--- config.mk ---
export PLATFORM = sky130hd
export DESIGN_NAME = barrier_sync
export DESIGN_NICKNAME = d
export VERILOG_FILES = /design/src/rtl/barsync_pkg.sv /design/src/rtl/barsync_picker.sv /design/src/rtl/barsync_slot.sv /design/src/rtl/barsync_gates.sv /design/src/rtl/barrier_sync.sv
export SDC_FILE = /design/constraint.sdc
export NUM_CORES = 1
export LEC_CHECK = 0
export BUFFER_PORTS_ARGS = -buffer_cell sky130_fd_sc_hd__buf_4
export CAP_MARGIN = 20
export CORE_AREA = 8 8 69 65
export CTS_BUF_LIST = sky130_fd_sc_hd__clkbuf_4 sky130_fd_sc_hd__clkbuf_8 sky130_fd_sc_hd__clkbuf_16
export CTS_CLUSTER_SIZE = 24
export DETAILED_ROUTE_END_ITERATION = 8
export DIE_AREA = 0 0 77 73
export PLACE_DENSITY = 0.69
export SLEW_MARGIN = 25
export SYNTH_ARGS = -nofsm -noshare
export SYNTH_HDL_FRONTEND = slang
export SYNTH_HIERARCHICAL = 1
export SYNTH_SLANG_ARGS = --single-unit
--- constraint.sdc ---
create_clock -name clk -period 2.3 [get_ports clk]
set_input_delay 0.115 -clock clk [delete_from_list [all_inputs] [get_ports clk]]
set_output_delay 0.115 -clock clk [all_outputs]
set_load 0.02 [all_outputs]
--- src/rtl/barsync_pkg.sv ---
package barsync_pkg;

    // Life cycle of one participant slot within a barrier round.
    typedef enum logic [2:0] {
        SL_IDLE        = 3'd0,  // outside the barrier
        SL_WAIT        = 3'd1,  // arrival requested, not yet counted
        SL_IN          = 3'd2,  // counted, held or released
        SL_LEAVE       = 3'd3,  // leave seen, waiting for exit gate
        SL_LEAVE_REARM = 3'd4   // leave seen and already asked to re-enter
    } slot_state_e;

    // The two shared gate flags.
    typedef struct packed {
        logic entry_open;
        logic exit_open;
    } gate_t;

    localparam gate_t GATE_RESET = '{entry_open: 1'b1, exit_open: 1'b0};

endpackage

--- src/rtl/barsync_picker.sv ---
module barsync_picker #(
    parameter int W = 4
) (
    input  logic [W-1:0] req_i,
    output logic [W-1:0] gnt_o,
    output logic         any_o
);
    // Fixed priority: lowest index wins.
    always_comb begin
        logic hit;
        hit   = 1'b0;
        gnt_o = '0;
        for (int i = 0; i < W; i++) begin
            if (req_i[i] && !hit) begin
                gnt_o[i] = 1'b1;
                hit      = 1'b1;
            end
        end
        any_o = hit;
    end
endmodule

--- src/rtl/barsync_slot.sv ---
module barsync_slot
    import barsync_pkg::*;
(
    input  logic clk,
    input  logic rst,
    input  logic arrive_i,
    input  logic leave_i,
    input  logic exit_open_i,
    input  logic entry_gnt_i,
    input  logic exit_gnt_i,
    output logic want_entry_o,
    output logic want_exit_o,
    output logic release_o
);
    slot_state_e st_q, st_d;

    always_comb begin
        st_d = st_q;
        unique case (st_q)
            SL_IDLE:        if (arrive_i) st_d = SL_WAIT;
            SL_WAIT:        if (entry_gnt_i) st_d = SL_IN;
            SL_IN:          if (leave_i && exit_open_i) st_d = SL_LEAVE;
            SL_LEAVE: begin
                if (exit_gnt_i)    st_d = arrive_i ? SL_WAIT : SL_IDLE;
                else if (arrive_i) st_d = SL_LEAVE_REARM;
            end
            SL_LEAVE_REARM: if (exit_gnt_i) st_d = SL_WAIT;
            default:        st_d = SL_IDLE;
        endcase
    end

    always_ff @(posedge clk) begin
        if (rst) st_q <= SL_IDLE;
        else     st_q <= st_d;
    end

    assign want_entry_o = (st_q == SL_WAIT);
    assign want_exit_o  = (st_q == SL_LEAVE) || (st_q == SL_LEAVE_REARM);
    assign release_o    = (st_q == SL_IN) && exit_open_i;
endmodule

--- src/rtl/barsync_gates.sv ---
module barsync_gates
    import barsync_pkg::*;
#(
    parameter int N_PART = 4,
    parameter int CW     = $clog2(N_PART + 1)
) (
    input  logic          clk,
    input  logic          rst,
    input  logic          entry_take_i,
    input  logic          exit_take_i,
    output logic [CW-1:0] count_o,
    output gate_t         gate_o
);
    localparam logic [CW-1:0] LAST_IN  = CW'(N_PART - 1);
    localparam logic [CW-1:0] LAST_OUT = CW'(1);

    always_ff @(posedge clk) begin
        if (rst) begin
            count_o <= '0;
            gate_o  <= GATE_RESET;
        end else if (gate_o.entry_open && entry_take_i) begin
            count_o <= count_o + 1'b1;
            if (count_o == LAST_IN) begin
                gate_o.entry_open <= 1'b0;
                gate_o.exit_open  <= 1'b1;
            end
        end else if (gate_o.exit_open && exit_take_i) begin
            count_o <= count_o - 1'b1;
            if (count_o == LAST_OUT) begin
                gate_o.exit_open  <= 1'b0;
                gate_o.entry_open <= 1'b1;
            end
        end
    end
endmodule

--- src/rtl/barrier_sync.sv ---
module barrier_sync
    import barsync_pkg::*;
#(
    parameter int N_PART = 4
) (
    input  logic              clk,
    input  logic              rst,
    input  logic [N_PART-1:0] arrive_i,
    input  logic [N_PART-1:0] leave_i,
    output logic [N_PART-1:0] release_o
);
    localparam int CW = $clog2(N_PART + 1);

    logic [N_PART-1:0] want_entry, want_exit;
    logic [N_PART-1:0] entry_req, exit_req;
    logic [N_PART-1:0] entry_gnt, exit_gnt;
    logic              entry_any, exit_any;
    logic [CW-1:0]     count_q;
    gate_t             gate_q;
    logic              entry_open, exit_open;

    assign entry_open = gate_q.entry_open;
    assign exit_open  = gate_q.exit_open;
    assign entry_req  = want_entry & {N_PART{entry_open}};
    assign exit_req   = want_exit  & {N_PART{exit_open}};

    barsync_picker #(.W(N_PART)) u_entry_pick (
        .req_i(entry_req), .gnt_o(entry_gnt), .any_o(entry_any)
    );
    barsync_picker #(.W(N_PART)) u_exit_pick (
        .req_i(exit_req), .gnt_o(exit_gnt), .any_o(exit_any)
    );

    barsync_gates #(.N_PART(N_PART), .CW(CW)) u_gates (
        .clk(clk), .rst(rst),
        .entry_take_i(entry_any), .exit_take_i(exit_any),
        .count_o(count_q), .gate_o(gate_q)
    );

    for (genvar g = 0; g < N_PART; g++) begin : g_slot
        barsync_slot u_slot (
            .clk(clk), .rst(rst),
            .arrive_i(arrive_i[g]), .leave_i(leave_i[g]),
            .exit_open_i(exit_open),
            .entry_gnt_i(entry_gnt[g]), .exit_gnt_i(exit_gnt[g]),
            .want_entry_o(want_entry[g]), .want_exit_o(want_exit[g]),
            .release_o(release_o[g])
        );
    end
endmodule

Yosys cells after proc, flatten, opt, wreduce, memory -nomap -nowiden:

Index checks and enable logic that the tools add are counted.

* register bits: 17
* bits of input ports: 10

* eq/ne operators: 39
* mux-type cells: 52
* $add $sub $neg: 2
* bitwise operators: 2
* reductions and logical operators: 37

Operator list (count)
* two-way mux 3 bit: 26
* one-hot mux 3 bit (5 select lines): 4
* equality test 3 x 2 -> 1 bit (second input constant): 9
* inequality test 2 x 1 -> 1 bit (second input constant): 12
* AND reduction 5 bit: 4
* two-way mux 1 bit: 18
* logical AND 1 bit: 16
* equality test 3 x 1 -> 1 bit (second input constant): 5
* equality test 3 bit (second input constant): 4
* zero test 3 bit: 4
* inequality test 3 x 2 -> 1 bit (second input constant): 4
* inequality test 2 bit (second input constant): 5
* bitwise AND 4 bit: 2
* two-way mux 2 bit: 4
* zero test 1 bit: 6
* logical OR 1 bit: 4
* nonzero test 2 bit: 2
* adder 3 x 1 -> 3 bit (second input constant): 1
* AND reduction 3 bit: 1
* subtractor 3 x 1 -> 3 bit (second input constant): 1

Depth between registers and ports, before layout:

Gate-level depths: netlist of the first run.

* word-level depth: 16
* depth in mapped cells: 10
* mapped depth without buffers: 9

By module:

Netlist of the first run, hierarchy kept.

Modules (own cells, without submodules)
* barsync_slot: area each 292.8 µm², seq. area each 60.1 µm², instances 4, cells an instance 34
* barsync_gates: area each 282.8 µm², seq. area each 100.1 µm², instances 1, cells an instance 33
* barsync_picker: area each 37.5 µm², seq. area each 0.0 µm², instances 2, cells an instance 5
* barrier_sync: area each 50.0 µm², seq. area each 0.0 µm², instances 1, cells an instance 8

Worst setup path after synthesis of the first run:

No wires, ideal clock.

* path kind: reg2reg
* start point: reg g_slot[0].u_slot.st_q[1]
* end point: reg g_slot[3].u_slot.st_q[1]
* arrival: 2.176 ns
* period minus slack after synthesis: 2.297 ns
* path buffers: 1
* stages on the path, launching flop included: 11
* setup slack: 0.003 ns
* library setup time: 0.121 ns
* required time: 2.179 ns
* path through: dfxtp_1 > buf_6 > nor2b_4 > nand2_1 > o21ai_0 > and2_1 > nor4b_1 > and3b_1 > o21ai_1 > o221ai_2 > mux2_4

* cells in the longest elaborated chain, start to end: 15

Ends and longest elaborated chain
* start, declared: RTL line barsync_slot.sv:15 `slot_state_e st_q, st_d;`
* start signal, assigned: RTL line barsync_slot.sv:34 `else st_q <= st_d;`
* equality test 3 x 2 -> 1 bit or equality test 3 bit (tied branches): RTL line barsync_slot.sv:38 `assign want_exit_o = (st_q == SL_LEAVE) || (st_q == SL_LEAVE_REARM);`
* logical OR 1 bit *: RTL line barsync_slot.sv:38
* via want_exit[0]: RTL line barrier_sync.sv:14 `logic [N_PART-1:0] want_entry, want_exit;`
* bitwise AND 4 bit *: RTL line barrier_sync.sv:25 `assign exit_req = want_exit & {N_PART{exit_open}};`
* via exit_req[0]: RTL line barrier_sync.sv:15 `logic [N_PART-1:0] entry_req, exit_req;`
* two-way mux 1 bit *: RTL line barsync_picker.sv:14 `if (req_i[i] && !hit) begin`
* zero test 1 bit: RTL line barsync_picker.sv:14
* logical AND 1 bit: RTL line barsync_picker.sv:14
* [... 2 more ...]
* logical AND 1 bit: RTL line barsync_picker.sv:14
* two-way mux 1 bit *: RTL line barsync_picker.sv:14
* zero test 1 bit *: RTL line barsync_picker.sv:14
* logical AND 1 bit *: RTL line barsync_picker.sv:14
* two-way mux 1 bit *: RTL line barsync_picker.sv:14
* via exit_gnt[3]: RTL line barrier_sync.sv:16 `logic [N_PART-1:0] entry_gnt, exit_gnt;`
* inequality test 3 x 2 -> 1 bit (no line) (tied with other cells)
* AND reduction 5 bit (no line) or one-hot mux 3 bit (5 select lines) (tied branches)
* end signal, assigned: RTL line barsync_slot.sv:34
* end, declared: RTL line barsync_slot.sv:15

The timed path passes the listed nets; every way through them passes the cells marked *.
A chain may end at the register's enable or synchronous reset.

Worst setup path after layout of the first run:

* start point: reg g_slot[0].u_slot.st_q[2]
* end point: reg u_gates.count_o[1]

RTL lines
* equality test 3 x 1 -> 1 bit *: RTL line barsync_slot.sv:37 `assign want_entry_o = (st_q == SL_WAIT);`
* via want_entry[0]: RTL line barrier_sync.sv:14
* bitwise AND 4 bit *: RTL line barrier_sync.sv:24 `assign entry_req = want_entry & {N_PART{entry_open}};`
* via entry_req[0]: RTL line barrier_sync.sv:15
* two-way mux 1 bit *: RTL line barsync_picker.sv:14
* zero test 1 bit: RTL line barsync_picker.sv:14
* logical AND 1 bit: RTL line barsync_picker.sv:14
* two-way mux 1 bit *: RTL line barsync_picker.sv:14
* zero test 1 bit: RTL line barsync_picker.sv:14
* logical AND 1 bit: RTL line barsync_picker.sv:14
* two-way mux 1 bit *: RTL line barsync_picker.sv:14
* zero test 1 bit: RTL line barsync_picker.sv:14
* logical AND 1 bit: RTL line barsync_picker.sv:14
* two-way mux 1 bit *: RTL line barsync_picker.sv:14
* via entry_any: RTL line barrier_sync.sv:17 `logic entry_any, exit_any;`
* logical AND 1 bit *: RTL line barsync_gates.sv:21 `end else if (gate_o.entry_open && entry_take_i) begin`
* two-way mux 3 bit or nonzero test 2 bit (tied branches)
* end signal, assigned: RTL line barsync_gates.sv:22 `count_o <= count_o + 1'b1;`
* end signal, assigned: RTL line barsync_gates.sv:28 `count_o <= count_o - 1'b1;`
* end, declared: RTL line barsync_gates.sv:11 `output logic [CW-1:0] count_o,`

Marked as above.

==> impl_metrics.toml, run 1 <==
[sta]
period_share = 0.9543
max_freq_ghz = 0.4556
hold_viol = 0
hold_slack_ns = 0.1987
tightest_slew_ns = 0.3637
slew-limit-headroom = 0.7572
setup_viol = 0
period_minus_slack_ns = 2.195
slew_violations = 0
fin_skew_ns = 0.001954
setup_ws_ns = 0.1051
rsz0062_at_grt = "true"

[layout]
diodes = 0
nets = 222
seq_area_um2 = 341.6
synthToLayoutAreaGrowth_pct = 12.36
final_layout_size_suffix_gt1_frac = 0.2705
final_cells = 251
multiInputGateArea_mm2 = 0.001089
final_util = 0.5371
fillCellCount = 329

[global_routing]
antenna_found_initial = 0
grt_pass1_wl_um = 5630
grt_pass1_vias = 1375
grt_max_degree = 26
grtUsageTotal = 0.1175
overflow = 0

[clocking]
root_buffer = "clkbuf_8"
clk_latency_ns = 0.25
htreeDepth = 1
cts_tree = "yes"
cts_buffers = 3
clkSinkCount = 17
path_clk_slew_ns = 0.07
clockBufferDepth = 2
cts_setup_buffers = 0

[synthesis]
yosysWarningCount = 6
syn-instance-count = 187
syn_nets = 201
syn_area_mm2 = 0.001579
ys_seq_elements = 17
avgSynthCellArea_um2 = 8.444
yosys.cell_types.count = 34
ys_seq_area_frac = 0.2155

[placed_design]
pre_cts_slack_ns = 0.08928
port_buffers = 13
dp.cells = 247
gp_congestion = 0.8341
dp.final_hpwl_um = 2503

[setup_path]
crit_path_start_kind = "flip-flop"
cp_max_fo = 7
required_ns = 2.48
critPathTopFamily = "simple AND/OR/NAND/NOR gates"
critPathCaptureType = "flip-flop"
worst-path-buf-inv = 1
crit_path_cell_trace = "buf_4, nor3b_1, and2_1, or4_1, and2_4, or3_1, a31oi_1"
cp_slowest_cell = "or4_1"
cp_data_arrival_time_ns = 2.38
path_class = "flip-flop to flip-flop"
critPathMaxStageDelay_ns = 0.57

[route]
wl_met1_um = 1493
viasPerCell = 5.351
wl_met2_um = 1557
vias = 1343
avgRoutedWirePerCell_um = 12.66
ant_nets = 0
wl_met3_um = 107
top_layer_used = "met4"
drt_pre_antenna_iters = 4
drcViolationCount = 0
drtIter0Drc = 91
drt-total-wl_um = 3177

[floorplanning]
start_util = 0.4780
fp-row-count = 20
io_pins = 14
design.die.area_mm2 = 0.005621
die_h_um = 73
die_x_um = 77
coreArea_mm2 = 0.003303

[pwr]
power_frac_clock = 0.125
p_leak_nw = 0.7365
switchingPower_mw = 0.7673
combPwrFrac = 0.620
ir_drop_mv = 0.4738
finalPower_mw = 1.907
p_seq_frac = 0.254
switching_share = 0.4024
cellPowerDensity_mw_per_mm2 = 1075
p_int_mw = 1.139

[job]
max-cap-violations = 0

[outcome]
outcome = "finished, final reports clean"

[hold_path]
hold_class = "input pin to flip-flop"
synthesized netlist by cell type (all sizes together):
cell type | instances | area [um^2]
nand2 | 21 | 88.83
dfxtp | 17 | 340.3
nor2 | 17 | 63.81
buf | 14 | 135.1
nand2b | 12 | 75.07
nor2b | 10 | 92.59
nor3b | 10 | 95.09
and2 | 9 | 58.81
o21ai | 9 | 45.04
and3b | 8 | 70.07
mux2i | 8 | 80.08
a21oi | 7 | 35.03
xnor2 | 6 | 52.55
nand3 | 5 | 25.02
a221o | 4 | 40.04
ha | 4 | 50.05
inv | 4 | 15.01
mux2 | 4 | 60.06
nor3 | 4 | 20.02
o221ai | 4 | 60.06
nor4b | 2 | 17.52
or4 | 2 | 15.01
a22oi | 1 | 7.510
a31oi | 1 | 6.260
nand3b | 1 | 7.510
o21a | 1 | 7.510
o41ai | 1 | 8.760
or3 | 1 | 6.260
power by group through the flow:
stage	logic (mW)	clock network, mW	registers (mW)
2_1_floorplan	1.05	0	0.447
3_3_place_gp	1.13	0	0.488
3_5_place_dp	1.17	0	0.492
4_1_cts	1.18	0.247	0.487
5_1_grt	1.30	0.256	0.506
6_report	1.18	0.239	0.485
metrics by stage:
step                      instance area, um^2  TNS (ns)
after floorplan                          1579         0
after global placement                   1724         0
after detailed placement                 1724         0
after CTS                                1773         0
after global routing                     1774   -0.1196
final                                    1774         0
timing repair:
item,4_1_cts,5_1_grt
hold buffers,0,0
gates resized for setup,0,1
setup endpoints to repair,0,3
cells by family (layout without fill, tap and decap cells):
logic type	Yosys count	in the layout	synth area share
and+or+nand+nor	102	102	0.4025
AOI/OAI and AO/OA	28	28	0.1331
buffers and inverters	18	38	0.09508
DFF	17	17	0.2155
muxes	12	12	0.08875
xor gates and xnor gates	6	6	0.03328
adders and majority gates	4	4	0.03170
state kept, by name, summed over array words and instances, names as in the netlist:
| register | count |
|---|---|
| g_slot.u_slot/st_q | 12 |
| u_gates/gate_o | 2 |
| u_gates/count_o | 3 |
final cells by class:
class | instances | share of cell area
multi-input combinational | 152 | 0.6135
tap | 44 | 0.03103
timing repair buffer | 30 | 0.1269
sequential | 17 | 0.1925
clock buffer | 4 | 0.02750
inverter | 4 | 0.008463
routing by layer:
layer	up-vias	GRT usage
met1	637	0.1283
met3	4	0.03571
met2	16	0.2121
met4	0	0.03975
li1	686	-
met5	-	0
layout by cell type (no fill, tap or decap), types with 3 or more instances in the layout:
cell type / count
nor3b_2: 4
nor2_1: 17
a21oi_1: 7
nor3_1: 4
nand3_1: 5
o221ai_2: 4
nand2_2: 4
nor3b_1: 6
o21ai_0: 5
nor2b_1: 6
xnor2_1: 6
nand2b_1: 12
and2_1: 8
a221o_1: 4
and3b_1: 8
ha_1: 4
mux2_4: 4
nor2b_4: 4
inv_1: 4
mux2i_1: 8
nand2_1: 17
o21ai_1: 4
dfxtp_1: 16
buf_4: 30
clkbuf_8: 3
final timing paths:
kind / startpoint / to / slack, ns / cells past startpoint
hold reg to reg: u_gates/count_o[1]$_SDFFE_PP0P_ / u_gates/count_o[1]$_SDFFE_PP0P_ / 0.51 / 2
hold / removal: rst / u_gates/count_o[0]$_SDFFE_PP0P_ / 0.20 / 2
setup / recovery: g_slot[0].u_slot/st_q[2]$_SDFFE_PP0P_ / u_gates/count_o[1]$_SDFFE_PP0P_ / 0.11 / 7
setup reg to reg: g_slot[0].u_slot/st_q[2]$_SDFFE_PP0P_ / u_gates/count_o[1]$_SDFFE_PP0P_ / 0.11 / 7
(Power assumes the default switching activity.)
==> run 2: changes to the inputs <==
- CORE_AREA: 8 8 69 65 -> 8 8 77 59
- DIE_AREA: 0 0 77 73 -> 0 0 85 67
==> run 2 against run 1 <==
Against the previous run:
- final cell count decreased by 1.6%
- register-to-register slack hardly changed
- power is 0.22% lower
- critical path type unchanged
- via count is 4.3% lower
- largest cell class unchanged
- largest power group unchanged
- flip-flop and latch count is the same
- maximum frequency is essentially flat
- clock skew about the same
- critical endpoint is now g_slot[3].u_slot/st_q[1]$_SDFFE_PP0P_
- count of clock-buffer cells in the layout did not move
- global-route usage fell by 0.51 points
==> impl_metrics.toml, run 2 (synthesis gave the netlist of run 1 again) <==
[floorplanning]
fp-row-count = 18
io_pins = 14
start_util = 0.4705
die_h_um = 67
design.die.area_mm2 = 0.005695
coreArea_mm2 = 0.003356
die_x_um = 85

[pwr]
p_leak_nw = 0.7414
cellPowerDensity_mw_per_mm2 = 1070
ir_drop_mv = 0.4819

[global_routing]
grtUsageTotal = 0.1125
grt_max_degree = 26
antenna_found_initial = 0
busiest_layer = "met2"
overflow = 0
grt_pass1_wl_um = 5292
grt_pass1_vias = 1177
met3_usage = 0.03317
met2_usage = 0.1767
use_met1 = 0.1474

[layout]
nets = 222
layout_commonest_cell = "buf_4"
diodes = 0
final_cells = 247
largest_reg_flops = 12
fillCellCount = 324
reg.largest.list = "g_slot.u_slot/st_q: 12 flops, u_gates/count_o: 3 flops, u_gates/gate_o: 2 flops"
mostFrequentLayoutCells = "30 x buf_4, 17 x nand2_1, 17 x nor2_1"
final_layout_size_suffix_gt1_frac = 0.2850
top_register = "g_slot.u_slot/st_q"
synthToLayoutAreaGrowth_pct = 12.60

[sta]
tightest_slew_ns = 0.3484
slew-limit-headroom = 0.7644
max_freq_ghz = 0.4555
slew_violations = 0
rsz0062_at_grt = "false"
tns_ns = 0
hold_viol = 0
fin_skew_ns = 0.001957
period_minus_slack_ns = 2.195
period_share = 0.9545
setup_viol = 0

[route]
avgRoutedWirePerCell_um = 12.26
viasPerCell = 5.202
vias = 1285
drcViolationCount = 0
drtIter0Drc = 33
ant_nets = 0
drt_pre_antenna_iters = 4
drt-total-wl_um = 3027

[placed_design]
port_buffers = 13
gp_congestion = 0.8047
dp.final_hpwl_um = 2267
dp.cells = 243

[setup_path]
r2r_slack_ns = 0.10
worstRegToRegCells = 10
crit_path_cell_trace = "nor2b_4, nand2_1, o21ai_0, and2_1, nor4b_1, buf_4, nor3b_2, a21oi_1, o221ai_2, mux2_4"
cp_slowest_cell = "dfxtp_1"
required_ns = 2.44
worst-path-buf-inv = 1
cp_data_arrival_time_ns = 2.34
crit_path_start_kind = "flip-flop"
critPathMaxStageDelay_ns = 0.49
path_class = "flip-flop to flip-flop"
r2r-start = "g_slot[2].u_slot/st_q[2]$_SDFFE_PP0P_"
r2r_end = "g_slot[3].u_slot/st_q[1]$_SDFFE_PP0P_"
critPathCaptureType = "flip-flop"
critPathTopFamily = "simple AND/OR/NAND/NOR gates"
cp_max_fo = 7

[outcome]
outcome = "finished, final reports clean"

[clocking]
clk_latency_ns = 0.25
cts_setup_buffers = 0
path_clk_slew_ns = 0.07
cts-hold-fix-buffers = 0
cts_tree = "yes"
cts_resized = 0
root_buffer = "clkbuf_8"
clockBufferDepth = 2
htreeDepth = 1
clkSinkCount = 17
cts_buffers = 3

[hold_path]
min_from = "rst"
whs_path_depth = 2
min_to = "u_gates/gate_o[0]$_SDFFE_PP0P_"
hold_class = "input pin to flip-flop"

[job]
max-cap-violations = 0
[run 2: cell counts in the layout (fill, tap and decap cells not counted)]
Identical to the previous run, type by type.
[run 2: final cells by class]
| type | count | area (um^2) | share of cell area |
|---|---|---|---|
| clock buffers | 4 | 48.80 | 0.02745 |
| inverters | 4 | 15.01 | 0.008445 |
| multi-input cells | 152 | 1096 | 0.6165 |
| flip-flops and latches | 17 | 342.8 | 0.1928 |
| well taps | 40 | 50.05 | 0.02815 |
| repair buffers | 30 | 225.2 | 0.1267 |
[run 2: per-stage QoR]
step                      hold slack [ns]  setup WS (ns)  total power, mW    util  instance area (um^2)
after global placement             0.4631         0.1360            1.651  0.5123                  1719
final                              0.2148         0.1047            1.903  0.5298                  1778
after global routing               0.2352       0.005301            2.065  0.5298                  1778
after CTS                          0.2136         0.1020            1.912  0.5268                  1768
after floorplan                    0.1841       0.002730            1.501       -                  1579
after detailed placement           0.4795        0.08771            1.665  0.5123                  1719
[run 2: power by group]
group          switching (mW)  internal, mW  total, mW  leakage (nW)
clock network          0.0993         0.135      0.234        0.0262
logic                   0.549         0.616       1.17         0.575
registers               0.113         0.391      0.503         0.140
[run 2: layer usage]
| metal | wire (um) | share of wire | vias to the layer above |
|---|---|---|---|
| met4 | 15 | 0.0050 | 0 |
| met3 | 94 | 0.031 | 2 |
| met1 | 1629 | 0.54 | 576 |
| met5 | 0 | 0 | - |
| li1 | - | - | 692 |
| met2 | 1288 | 0.43 | 15 |
[run 2: worst max path at each step]
| stage | endpoint | slack [ns] | cells after the start | startpoint |
|---|---|---|---|---|
| finish | g_slot[3].u_slot/st_q[1]$_SDFFE_PP0P_ | 0.10 | 10 | g_slot[2].u_slot/st_q[2]$_SDFFE_PP0P_ |
| detailed placement | g_slot[3].u_slot/st_q[1]$_SDFFE_PP0P_ | 0.09 | 10 | g_slot[0].u_slot/st_q[2]$_SDFFE_PP0P_ |
| global placement | g_slot[2].u_slot/st_q[1]$_SDFFE_PP0P_ | 0.14 | 10 | g_slot[2].u_slot/st_q[1]$_SDFFE_PP0P_ |
| CTS | u_gates/count_o[1]$_SDFFE_PP0P_ | 0.10 | 7 | g_slot[1].u_slot/st_q[1]$_SDFFE_PP0P_ |
| global route | g_slot[3].u_slot/st_q[1]$_SDFFE_PP0P_ | 0.005 | 8 | g_slot[1].u_slot/st_q[0]$_SDFFE_PP0P_ |
| floorplan | g_slot[3].u_slot/st_q[1]$_SDFFE_PP0P_ | 0.003 | 10 | g_slot[0].u_slot/st_q[1]$_SDFFE_PP0P_ |
==> run 3: changes to the inputs <==
- CORE_AREA: 8 8 77 59 -> 8 8 71 55
- DIE_AREA: 0 0 85 67 -> 0 0 79 63
- PLACE_DENSITY: 0.69 -> 0.7
- SYNTH_HIERARCHICAL: 1 -> default
==> run 3 against run 2 <==
Against the previous run:
- maximum frequency up 15%
- clock skew up 0.0025 ns
- global-route usage up 1.0 points
- critical path depth down 5
- die area down 13%
- final cell count down 19%
- synthesized cell count down 15%
- critical endpoint is now g_slot[2].u_slot.st_q[1]$_SDFFE_PP0P_
- power down 18%
==> impl_metrics.toml, run 3 <==
[clocking]
cts_setup_buffers = 0
clk_latency_ns = 0.26
cts-hold-fix-buffers = 0
clkSinkCount = 17
cts_buffers = 3
clockBufferDepth = 2
cts_tree = "yes"
htreeDepth = 1
root_buffer = "clkbuf_8"
path_clk_slew_ns = 0.07
cts_resized = 0

[hold_path]
hold_class = "input pin to flip-flop"
min_from = "rst"

[pwr]
finalPower_mw = 1.570
ir_drop_mv = 0.4390
cellPowerDensity_mw_per_mm2 = 1088
p_leak_nw = 0.5269

[layout]
mostFrequentLayoutCells = "17 x dfxtp_1, 13 x buf_4, 10 x nand2_1"
finalInstanceArea_mm2 = 0.001443
reg.largest.list = "g_slot.u_slot.st_q: 12 flops, u_gates.count_o: 3 flops, u_gates.gate_o: 2 flops"
final_layout_size_suffix_gt1_frac = 0.1728
diodes = 0
fillCellCount = 297
top_register = "g_slot.u_slot.st_q"
layout_commonest_cell = "dfxtp_1"
nets = 177
largest_reg_flops = 12
synthToLayoutAreaGrowth_pct = 8.773

[setup_path]
path_class = "flip-flop to flip-flop"
worst_path_most_repeated_cell = "nor3b_1"
crit_path_start_kind = "flip-flop"
critPathMaxStageDelay_ns = 0.52
r2r-start = "g_slot[0].u_slot.st_q[0]$_SDFFE_PP0P_"
cp_max_fo = 11
cp_data_arrival_time_ns = 2.06
required_ns = 2.45
startpoint = "g_slot[0].u_slot.st_q[0]$_SDFFE_PP0P_"
worst-path-buf-inv = 0
critPathTopFamily = "simple AND/OR/NAND/NOR gates"
crit_path_cell_trace = "nor3b_1, nor2b_1, a311oi_2, nor3b_1, o21a_1"
cp_slowest_cell = "dfxtp_1"
critPathCaptureType = "flip-flop"

[synthesis]
syn_nets = 173
synthDominantCellAreaShare = 0.2566
yosysWarningCount = 0
synthTopCellsByCount = "17 x dfxtp_1, 10 x nand2_1, 8 x a21oi_1"
ys_top_cells_by_area = "dfxtp_1 26%, nor3b_1 4.0%, ha_1 3.8%"
syn_area_mm2 = 0.001326
synth_most_common_cell = "dfxtp_1"
synth_edf_count = 0
ys_seq_elements = 17
avgSynthCellArea_um2 = 8.341
ys_seq_area_frac = 0.2566
synth_top_area_cell = "dfxtp_1"
syn-instance-count = 159
async_flop_share = 0
synth_flop_cell = "dfxtp_1"
yosys.cell_types.count = 53

[placed_design]
port_buffers = 13
dpl_cell_area_mm2 = 0.001394
dp.final_hpwl_um = 2141
gp_congestion = 0.8021

[route]
avgRoutedWirePerCell_um = 14.86
viasPerCell = 6.100
wl_met3_um = 157
wl_met1_um = 1431
vias = 1220
drcViolationCount = 0
top_layer_used = "met4"
drtIter0Drc = 53
drt-total-wl_um = 2971
ant_nets = 0
wl_met2_um = 1299
drt_pre_antenna_iters = 4

[sta]
max_freq_ghz = 0.5233
setup_viol = 0
tightest_slew_ns = 0.5403
tns_ns = 0
period_share = 0.8309
period_minus_slack_ns = 1.911
hold_viol = 0
fin_skew_ns = 0.004503
rsz0062_at_grt = "false"
slew-limit-headroom = 0.6367
slew_violations = 0

[global_routing]
overflow = 0
grt_pass1_vias = 1110
antenna_found_initial = 0
grt_max_degree = 18
grt_pass1_wl_um = 5085
grtUsageTotal = 0.1230

[floorplanning]
fp-row-count = 17
start_util = 0.4585
io_pins = 14
coreArea_mm2 = 0.002893
design.die.area_mm2 = 0.004977
die_x_um = 79
die_h_um = 63

[outcome]
outcome = "finished, final reports clean"

[job]
max-cap-violations = 0
==> run 3: metal layers <==
metal,vias to the layer above,global-route usage
li1,605,-
met3,14,0.04598
met4,0,0.04839
met5,-,0
met1,564,0.1534
met2,37,0.1842
==> run 3: worst reg2reg max path: cells and delay by family (launching register included) <==
kind            cells  cell delay [ns]
simple gates        3             0.71
flops               1             0.52
compound gates      2             0.57
==> run 3: logic make-up (layout without fill, tap and decap cells) <==
logic type	count (synthesis)	count (layout)	synth area share
buffers and inverters	21	24	0.07830
muxes	2	2	0.01509
DFF	17	17	0.2566
adders and majority gates	4	4	0.03774
AOI/OAI and AO/OA	52	52	0.2896
and+or+nand+nor	63	63	0.3227
==> run 3: stage by stage <==
step                setup WS (ns)  utilization  hold WS, ns  std cells
detailed placement         0.4432       0.4818       0.4452        196
floorplan                  0.6292            -       0.2841        159
global placement           0.5104       0.4818       0.4475        196
global route               0.2140       0.4987       0.1812        200
finish                     0.3889       0.4987       0.1800        200
CTS                        0.4153       0.4987       0.1712        200
==> run 3: where the power goes <==
group	switching [mW]	total [mW]	internal (mW)
Clock	0.107	0.242	0.135
Sequential	0.174	0.565	0.390
Combinational	0.399	0.763	0.364
==> run 3: area by class of cell <==
cell class	count	area, um^2	share of cell area
inverter	7	26.28	0.01821
clock buffer	4	48.80	0.03382
sequential	17	340.3	0.2359
tap	38	47.55	0.03296
multi-input combinational	121	882.1	0.6114
timing repair buffer	13	97.59	0.06765
==> run 3: worst paths after layout <==
| path | endpoint | slack (ns) | depth (start not counted) |
|---|---|---|---|
| max | g_slot[2].u_slot.st_q[1]$_SDFFE_PP0P_ | 0.39 | 5 |
| min | u_gates.count_o[2]$_SDFFE_PP0P_ | 0.18 | 2 |
| max reg2reg | g_slot[2].u_slot.st_q[1]$_SDFFE_PP0P_ | 0.39 | 5 |
| min reg2reg | u_gates.count_o[1]$_SDFFE_PP0P_ | 0.51 | 2 |
